<file path="config.mk">
export PLATFORM = sky130hd
export DESIGN_NAME = flagreg_ipi
export DESIGN_NICKNAME = d
export VERILOG_FILES = /design/src/rtl/flagreg_pkg.sv /design/src/rtl/flagreg_bus_port.sv /design/src/rtl/flagreg_store.sv /design/src/rtl/flagreg_unit_dec.sv /design/src/rtl/flagreg_ipi.sv
export SDC_FILE = /design/constraint.sdc
export NUM_CORES = 1
export LEC_CHECK = 0
export BUFFER_PORTS_ARGS = -buffer_cell sky130_fd_sc_hd__buf_2
export CELL_PAD_IN_SITES_DETAIL_PLACEMENT = 0
export CELL_PAD_IN_SITES_GLOBAL_PLACEMENT = 2
export CORE_MARGIN = 2
export CORE_UTILIZATION = 31
export DETAILED_ROUTE_END_ITERATION = 8
export PLACE_DENSITY_LB_ADDON = 0.15
export RECOVER_POWER = 100
export SYNTH_ARGS = -nofsm -noshare
export SYNTH_HDL_FRONTEND = slang
export SYNTH_SLANG_ARGS = --single-unit
</file>
<file path="constraint.sdc">
create_clock -name clk -period 1.4 [get_ports clk]
set_clock_uncertainty 0.2 [all_clocks]
set_input_delay 0.14 -clock clk [delete_from_list [all_inputs] [get_ports clk]]
set_output_delay 0.14 -clock clk [all_outputs]
set_load 0.01 [all_outputs]
</file>
<file path="src/rtl/flagreg_pkg.sv">
package flagreg_pkg;
  localparam int unsigned FLAG_W_DEF   = 16;
  localparam int unsigned CODE_W_DEF   = 3;
  localparam int unsigned CODE_LSB_DEF = 13;
  localparam int unsigned UNITS_DEF    = 7;

  typedef enum logic [1:0] {
    OP_IDLE  = 2'd0,
    OP_READ  = 2'd1,
    OP_WRITE = 2'd2
  } bus_op_e;
endpackage

</file>
<file path="src/rtl/flagreg_bus_port.sv">
module flagreg_bus_port
  import flagreg_pkg::*;
#(
  parameter int unsigned DATA_W = FLAG_W_DEF
) (
  input  logic              clk,
  input  logic              rst_n,
  input  logic              req_valid,
  output logic              req_ready,
  input  logic              req_we,
  input  logic [DATA_W-1:0] req_wdata,
  output logic              rsp_valid,
  input  logic              rsp_ready,
  output logic [DATA_W-1:0] rsp_rdata,
  input  logic [DATA_W-1:0] flag_word,
  output bus_op_e           op,
  output logic [DATA_W-1:0] wr_data
);
  logic              rsp_valid_q;
  logic [DATA_W-1:0] rsp_data_q;
  logic              accept;

  // one read may be outstanding; draining it frees the slot in the same cycle
  assign req_ready = !rsp_valid_q || rsp_ready;
  assign accept    = req_valid && req_ready;

  always_comb begin
    op = OP_IDLE;
    if (accept) op = req_we ? OP_WRITE : OP_READ;
  end

  assign wr_data = req_wdata;

  always_ff @(posedge clk or negedge rst_n) begin
    if (!rst_n) begin
      rsp_valid_q <= 1'b0;
      rsp_data_q  <= '0;
    end else if (op == OP_READ) begin
      rsp_valid_q <= 1'b1;
      rsp_data_q  <= flag_word;
    end else if (rsp_ready) begin
      rsp_valid_q <= 1'b0;
    end
  end

  assign rsp_valid = rsp_valid_q;
  assign rsp_rdata = rsp_data_q;
endmodule

</file>
<file path="src/rtl/flagreg_store.sv">
module flagreg_store
  import flagreg_pkg::*;
#(
  parameter int unsigned DATA_W   = FLAG_W_DEF,
  parameter int unsigned CODE_W   = CODE_W_DEF,
  parameter int unsigned CODE_LSB = CODE_LSB_DEF
) (
  input  logic              clk,
  input  logic              rst_n,
  input  bus_op_e           op,
  input  logic [DATA_W-1:0] wr_data,
  output logic [DATA_W-1:0] flag_word,
  output logic              wr_en,
  output logic [CODE_W-1:0] code_cur,
  output logic [CODE_W-1:0] code_new
);
  logic [DATA_W-1:0] flag_q;

  assign wr_en = (op == OP_WRITE);

  always_ff @(posedge clk or negedge rst_n) begin
    if (!rst_n)     flag_q <= '0;
    else if (wr_en) flag_q <= wr_data;
  end

  assign flag_word = flag_q;
  assign code_cur  = flag_q[CODE_LSB +: CODE_W];
  assign code_new  = wr_data[CODE_LSB +: CODE_W];
endmodule

</file>
<file path="src/rtl/flagreg_unit_dec.sv">
module flagreg_unit_dec #(
  parameter int unsigned CODE_W  = 3,
  parameter int unsigned UNIT_ID = 1
) (
  input  logic              clk,
  input  logic              rst_n,
  input  logic              wr_en,
  input  logic [CODE_W-1:0] code_cur,
  input  logic [CODE_W-1:0] code_new,
  output logic              nmi
);
  localparam logic [CODE_W-1:0] MY_CODE = CODE_W'(UNIT_ID);

  logic hit;
  logic nmi_q;

  // edge on the field value, not on the write: same code again is silent
  assign hit = wr_en && (code_new == MY_CODE) && (code_cur != MY_CODE);

  always_ff @(posedge clk or negedge rst_n) begin
    if (!rst_n) nmi_q <= 1'b0;
    else        nmi_q <= hit;
  end

  assign nmi = nmi_q;
endmodule

</file>
<file path="src/rtl/flagreg_ipi.sv">
module flagreg_ipi
  import flagreg_pkg::*;
#(
  parameter int unsigned DATA_W    = FLAG_W_DEF,
  parameter int unsigned CODE_W    = CODE_W_DEF,
  parameter int unsigned CODE_LSB  = CODE_LSB_DEF,
  parameter int unsigned NUM_UNITS = UNITS_DEF
) (
  input  logic                 clk,
  input  logic                 rst_n,
  input  logic                 req_valid,
  output logic                 req_ready,
  input  logic                 req_we,
  input  logic [DATA_W-1:0]    req_wdata,
  output logic                 rsp_valid,
  input  logic                 rsp_ready,
  output logic [DATA_W-1:0]    rsp_rdata,
  output logic [NUM_UNITS-1:0] ipi_nmi
);
  localparam int unsigned MAX_CODE = (1 << CODE_W) - 1;
  localparam int unsigned N_DEC    = (NUM_UNITS < MAX_CODE) ? NUM_UNITS : MAX_CODE;

  bus_op_e           op;
  logic [DATA_W-1:0] wr_data;
  logic [DATA_W-1:0] flag_word;
  logic              wr_en;
  logic [CODE_W-1:0] code_cur;
  logic [CODE_W-1:0] code_new;

  flagreg_bus_port #(.DATA_W(DATA_W)) u_port (
    .clk       (clk),
    .rst_n     (rst_n),
    .req_valid (req_valid),
    .req_ready (req_ready),
    .req_we    (req_we),
    .req_wdata (req_wdata),
    .rsp_valid (rsp_valid),
    .rsp_ready (rsp_ready),
    .rsp_rdata (rsp_rdata),
    .flag_word (flag_word),
    .op        (op),
    .wr_data   (wr_data)
  );

  flagreg_store #(
    .DATA_W   (DATA_W),
    .CODE_W   (CODE_W),
    .CODE_LSB (CODE_LSB)
  ) u_store (
    .clk       (clk),
    .rst_n     (rst_n),
    .op        (op),
    .wr_data   (wr_data),
    .flag_word (flag_word),
    .wr_en     (wr_en),
    .code_cur  (code_cur),
    .code_new  (code_new)
  );

  for (genvar u = 0; u < NUM_UNITS; u++) begin : g_unit
    if (u < N_DEC) begin : g_dec
      flagreg_unit_dec #(
        .CODE_W  (CODE_W),
        .UNIT_ID (u + 1)
      ) u_dec (
        .clk      (clk),
        .rst_n    (rst_n),
        .wr_en    (wr_en),
        .code_cur (code_cur),
        .code_new (code_new),
        .nmi      (ipi_nmi[u])
      );
    end else begin : g_none
      // no code can address this unit
      assign ipi_nmi[u] = 1'b0;
    end
  end
endmodule

</file>
==> reports/results.ini, run 1 <==
[drt]
avgRoutedWirePerCell_um=13.2
wirelength_um=3240
via_count=1076
routed_via_density=4.37
final_antenna_net_count=0
drtIter0Drc=58
drcViolationCount=0
firstDrtPassIters=4

[global_route]
grt_pass1_wl_um=5330
grt_max_degree=41
grt_pass1_vias=1147
grt_use_total_pct=11.6
overflow=0
antenna_found_initial=0

[floorplan]
ioPinCount=46
die_w_um=77.3
initial_core_util_pct=32.4
core_um2=5140
rows=26
dieArea_um2=5980
die_h_um=77.3

[power]
p_comb_share_pct=22.7
switching_share_pct=26.6
p_per_area_nw_per_um2=1340
clkPwrFrac_pct=26.7
p_sw_mw=0.808
pwr-share-seq_pct=50.6
power.leakage_nw=1.03
ir_drop_v=0.000614
p_int_mw=2.22

[yosys]
avgSynthCellArea_um2=15.2
yosysSeqAreaShare_pct=60.1
netlist_instances=110
synthesis.nets=131
async_reset_ff_share_pct=100
yosys_warnings=0
synthDistinctLibCells=23
synth_edf_count=0
synth-seq-cells=40
syn_area_um2=1670
synth_ff_type=dfrtp_1

[timing]
rsz0062_at_grt=true
slew_headroom_pct=64.5
timing.final.hold_violations=0
worst_slack_ns=-0.0520
fin_crit_sh_pct=104
period_minus_slack_ns=1.45
max_freq_ghz=0.689
final-setup-viol-count=13
maxSlewViolCount=0
finalHoldWorstSlack_ns=0.0724
worst_slew_pin_slew_ns=0.533

[cts]
clock-sinks=40
h-tree-depth=2
clk_pin_slew_ns=0.07
cts.path.max_buffers=2
cts_tree=yes
cts-root-buf=clkbuf_8
clk_latency_ns=0.29
cts_buffers=5

[setup_path]
cp_max_fo=9
start_kind=flip-flop
arrival_ns=1.43
worstSetupEndpointType=flip-flop
cp.required_ns=1.38
r2r_cells=4
crit_type=flip-flop to flip-flop

[finish]
final_cells=246
fin_area_um2=2270
final_cell_mix=dfrtp_1 (40), clkbuf_1 (23), buf_2 (21)
n_antenna_cell=0
num-nets-final=197
area_delta_synth_final_pct=36.2
fillers=531
post-route-util_pct=44.2
layout-drive-gt1-share_pct=43.2
final_common_cell=dfrtp_1

[status]
outcome=finished with violations
violations=negative setup slack

[placement]
portBuffers=45
hpwl_um=2200
dpl.cell_count=217
gp_congestion=0.700
placed_area_um2=1930

[flow_run]
drv_cap=0

[worst_hold_path]
hold_path_class=input port to flip-flop
min_delay_path_depth=4

## cell type report
type,count,area [um2],share of cell area [%]
Sequential cell,40,1000,44.1
Inverter,1,3.75,0.165
Clock buffer,7,96.3,4.24
Tap cell,70,87.6,3.86
Multi-Input combinational cell,56,583,25.7
Timing Repair Buffer,72,498,21.9
## power groups by stage
stage | Combinational, mW | Sequential [mW] | Clock [mW]
after floorplan | 0.353 | 1.58 | 0
after global placement | 0.646 | 1.54 | 0
after detailed placement | 0.660 | 1.55 | 0
after CTS | 0.740 | 1.53 | 0.852
after global routing | 0.749 | 1.57 | 0.892
final | 0.688 | 1.53 | 0.809
## metal layers
layer	up-vias	track usage, %	wire, um
met5	-	0	0
met4	0	4.82	55
met3	6	5.76	237
met2	36	19.7	1620
met1	532	12.2	1320
li1	502	-	-
## cells in the mapped netlist (2+ instances only)
cell type	n	area (um2)
clkbuf_1	2	7.51
nor3b_1	2	15.0
and2_4	2	17.5
nand3_1	2	10.0
nand2_1	4	15.0
mux2_4	9	135
nand2b_1	2	12.5
nor3_1	2	10.0
nor2_1	2	7.51
nor4_1	3	18.8
dfrtp_1	40	1000
buf_6	2	22.5
mux2_2	21	236
buf_4	7	52.6
a311oi_1	2	17.5
## state kept, by name, summed over array words and instances, names as in the netlist
signal                  flops
u_store.flag_word          16
u_port.rsp_rdata           16
g_unit.g_dec.u_dec.nmi      7
u_port.rsp_valid            1
## kinds of logic (layout without fill, tap and decap cells)
kind of cell | after synthesis | count (layout) | synth area share, %
compound gates | 4 | 4 | 1.88
buf+inv | 14 | 80 | 6.68
flops | 40 | 40 | 60.1
mux | 31 | 31 | 23.0
simple gates | 21 | 21 | 8.41
## worst paths after layout
path	end	slack (ns)	from
worst max-delay path	u_store.flag_word[12]	-0.05	u_port.rsp_valid
worst min-delay path	u_store.flag_word[13]	0.07	req_valid
worst max register to register	u_store.flag_word[12]	-0.05	u_port.rsp_valid
worst min register to register	u_port.rsp_rdata[3]	0.31	u_port.rsp_rdata[3]
max in group asynchronous	u_port.rsp_rdata[1]	0.35	rst_n
min in group asynchronous	u_port.rsp_rdata[6]	0.29	rst_n
## stage by stage
stage                     TNS [ns]  power [mW]  setup WS, ns
after global placement      -0.749        2.18       -0.0709
after CTS                   -0.612        3.12       -0.0666
after global routing         -1.09        3.21        -0.102
after detailed placement     -1.53        2.21        -0.109
after floorplan              -3.28        1.94        -0.207
final                       -0.461        3.03       -0.0520
## timing repair
action,CTS,global route
hold buffers,17,0
gates resized for setup,5,3
pin swaps,1,1
buffers inserted,4,1
setup endpoints to repair,31,21
endpoints found under the hold margin,63,0
## worst max-delay path, cell delays in order, from the launching register on
cell	delay, ns
dfrtp_1	0.40
nand2b_4	0.10
and2_4	0.19
buf_12	0.15
mux2_4	0.30
(Power assumes the default switching activity.)
==> run 2: changes to the inputs <==
- CORE_UTILIZATION: 31 -> 37
- clock period: 1.4 -> 1.7 ns (I/O delays scaled with it)
==> reports/results.ini, run 2 (synthesis results as in run 1) <==
[status]
outcome=complete, no violations

[cts]
cts_buffers=5
clock-sinks=40
cts_tree=yes
h-tree-depth=2
cts.path.max_buffers=2
cts.repair.resized=0
clk_latency_ns=0.29
cts-root-buf=clkbuf_8
clk_pin_slew_ns=0.08

[timing]
final-setup-viol-count=0
rsz0062_at_grt=false
slew_headroom_pct=60.7
fin_crit_sh_pct=96.1
period_minus_slack_ns=1.63
setup_tns_ns=0
max_freq_ghz=0.612
maxSlewViolCount=0
timing.final.hold_violations=0
worst_slew_pin_slew_ns=0.589

[finish]
num-nets-final=190
n_antenna_cell=0
final_common_cell=dfrtp_1
regArea_um2=1000
post-route-util_pct=47.4
layout-drive-gt1-share_pct=30.6
area_delta_synth_final_pct=23.8
fillers=422
multi_input_area_um2=520
final_cell_mix=dfrtp_1 (40), clkbuf_1 (28), mux2_2 (21)
fin_area_um2=2060

[placement]
portBuffers=45
hpwl_um=2020
gp_congestion=0.672
placed_area_um2=1860

[setup_path]
worstSetupEndpointType=flip-flop
cp_max_fo=17
cp.required_ns=1.67
arrival_ns=1.61
start_kind=input port
crit_type=input port to flip-flop

[global_route]
overflow=0
antenna_found_initial=0
grt_pass1_wl_um=4890
grt_use_total_pct=12.7
grt_max_degree=20
grt_pass1_vias=1014

[drt]
avgRoutedWirePerCell_um=13.0
routed_via_density=4.57
via_count=1014
drtIter0Drc=77
drcViolationCount=0
final_antenna_net_count=0
wirelength_um=2890
firstDrtPassIters=4

[worst_hold_path]
hold_path_class=input port to flip-flop

[flow_run]
drv_cap=0

[power]
power.leakage_nw=0.912
p_per_area_nw_per_um2=1150
ir_drop_v=0.000503

[floorplan]
dieArea_um2=5060
die_h_um=71.1
die_w_um=71.1
rows=24
ioPinCount=46
initial_core_util_pct=38.3
core_um2=4350

[run 2: cell count changes in the layout (fill, tap and decap cells not counted), sizes merged]
cell	change
dlygate4sd3	+1
buf	-11
clkbuf	+4
[run 2: timing repair]
item / 4_1_cts / 5_1_grt
hold buffers: 18 / 0
buffers inserted: 0 / 0
hold endpoints to repair: 64 / 0
endpoints found under the setup margin: 0 / 0
[run 2: final cells by class]
type | instances | share of cell area (%)
tap | 52 | 3.15
timing repair buffer | 65 | 18.6
sequential | 40 | 48.5
multi-input combinational | 56 | 25.2
clock buffer | 8 | 4.37
inverter | 1 | 0.182
[run 2: power by group]
| part | switching, mW | total (mW) | internal (mW) | leakage, nW |
|---|---|---|---|---|
| logic | 0.220 | 0.467 | 0.247 | 0.378 |
| registers | 0.113 | 1.26 | 1.14 | 0.488 |
| clock network | 0.311 | 0.642 | 0.331 | 0.0455 |
| total | 0.643 | 2.37 | 1.72 | 0.912 |
[run 2: worst paths after layout]
kind                                      startpoint                   endpoint  slack (ns)  cells past startpoint
worst min register to register  u_store.flag_word[6]       u_store.flag_word[6]        0.29                      1
max in group asynchronous                      rst_n  g_unit[6].g_dec.u_dec.nmi        0.27                      3
worst min-delay path                          req_we      u_store.flag_word[13]        0.09                      4
min in group asynchronous                      rst_n       u_port.rsp_rdata[10]        0.19                      2
worst max register to register      u_port.rsp_valid       u_store.flag_word[8]        0.21                      3
worst max-delay path                       rsp_ready        u_port.rsp_rdata[5]        0.07                      5
[run 2: layer usage]
layer / vias up / track usage [%] / part of all wire, %
met2: 29 / 19.0 / 47
met3: 7 / 5.27 / 6.9
li1: 492 / - / -
met5: - / 0 / 0
met4: 0 / 5.03 / 1.8
met1: 486 / 16.3 / 44
[run 2: critical path: stages]
cell and delay [ns]:
dlygate4sd3_1 0.53, buf_2 0.11, nand2b_4 0.17, nand3b_4 0.25
mux2_2 0.37
[run 2: metrics by stage]
step	hold slack, ns	total power [mW]	worst slack, ns	instances
6_report	0.0850	2.37	0.0667	222
5_1_grt	0.116	2.51	0.0153	222
4_1_cts	0.0721	2.48	0.0631	222
3_5_place_dp	-0.149	1.79	0.171	196
3_3_place_gp	-0.152	1.78	0.185	196
2_1_floorplan	-0.326	1.59	0.0933	110
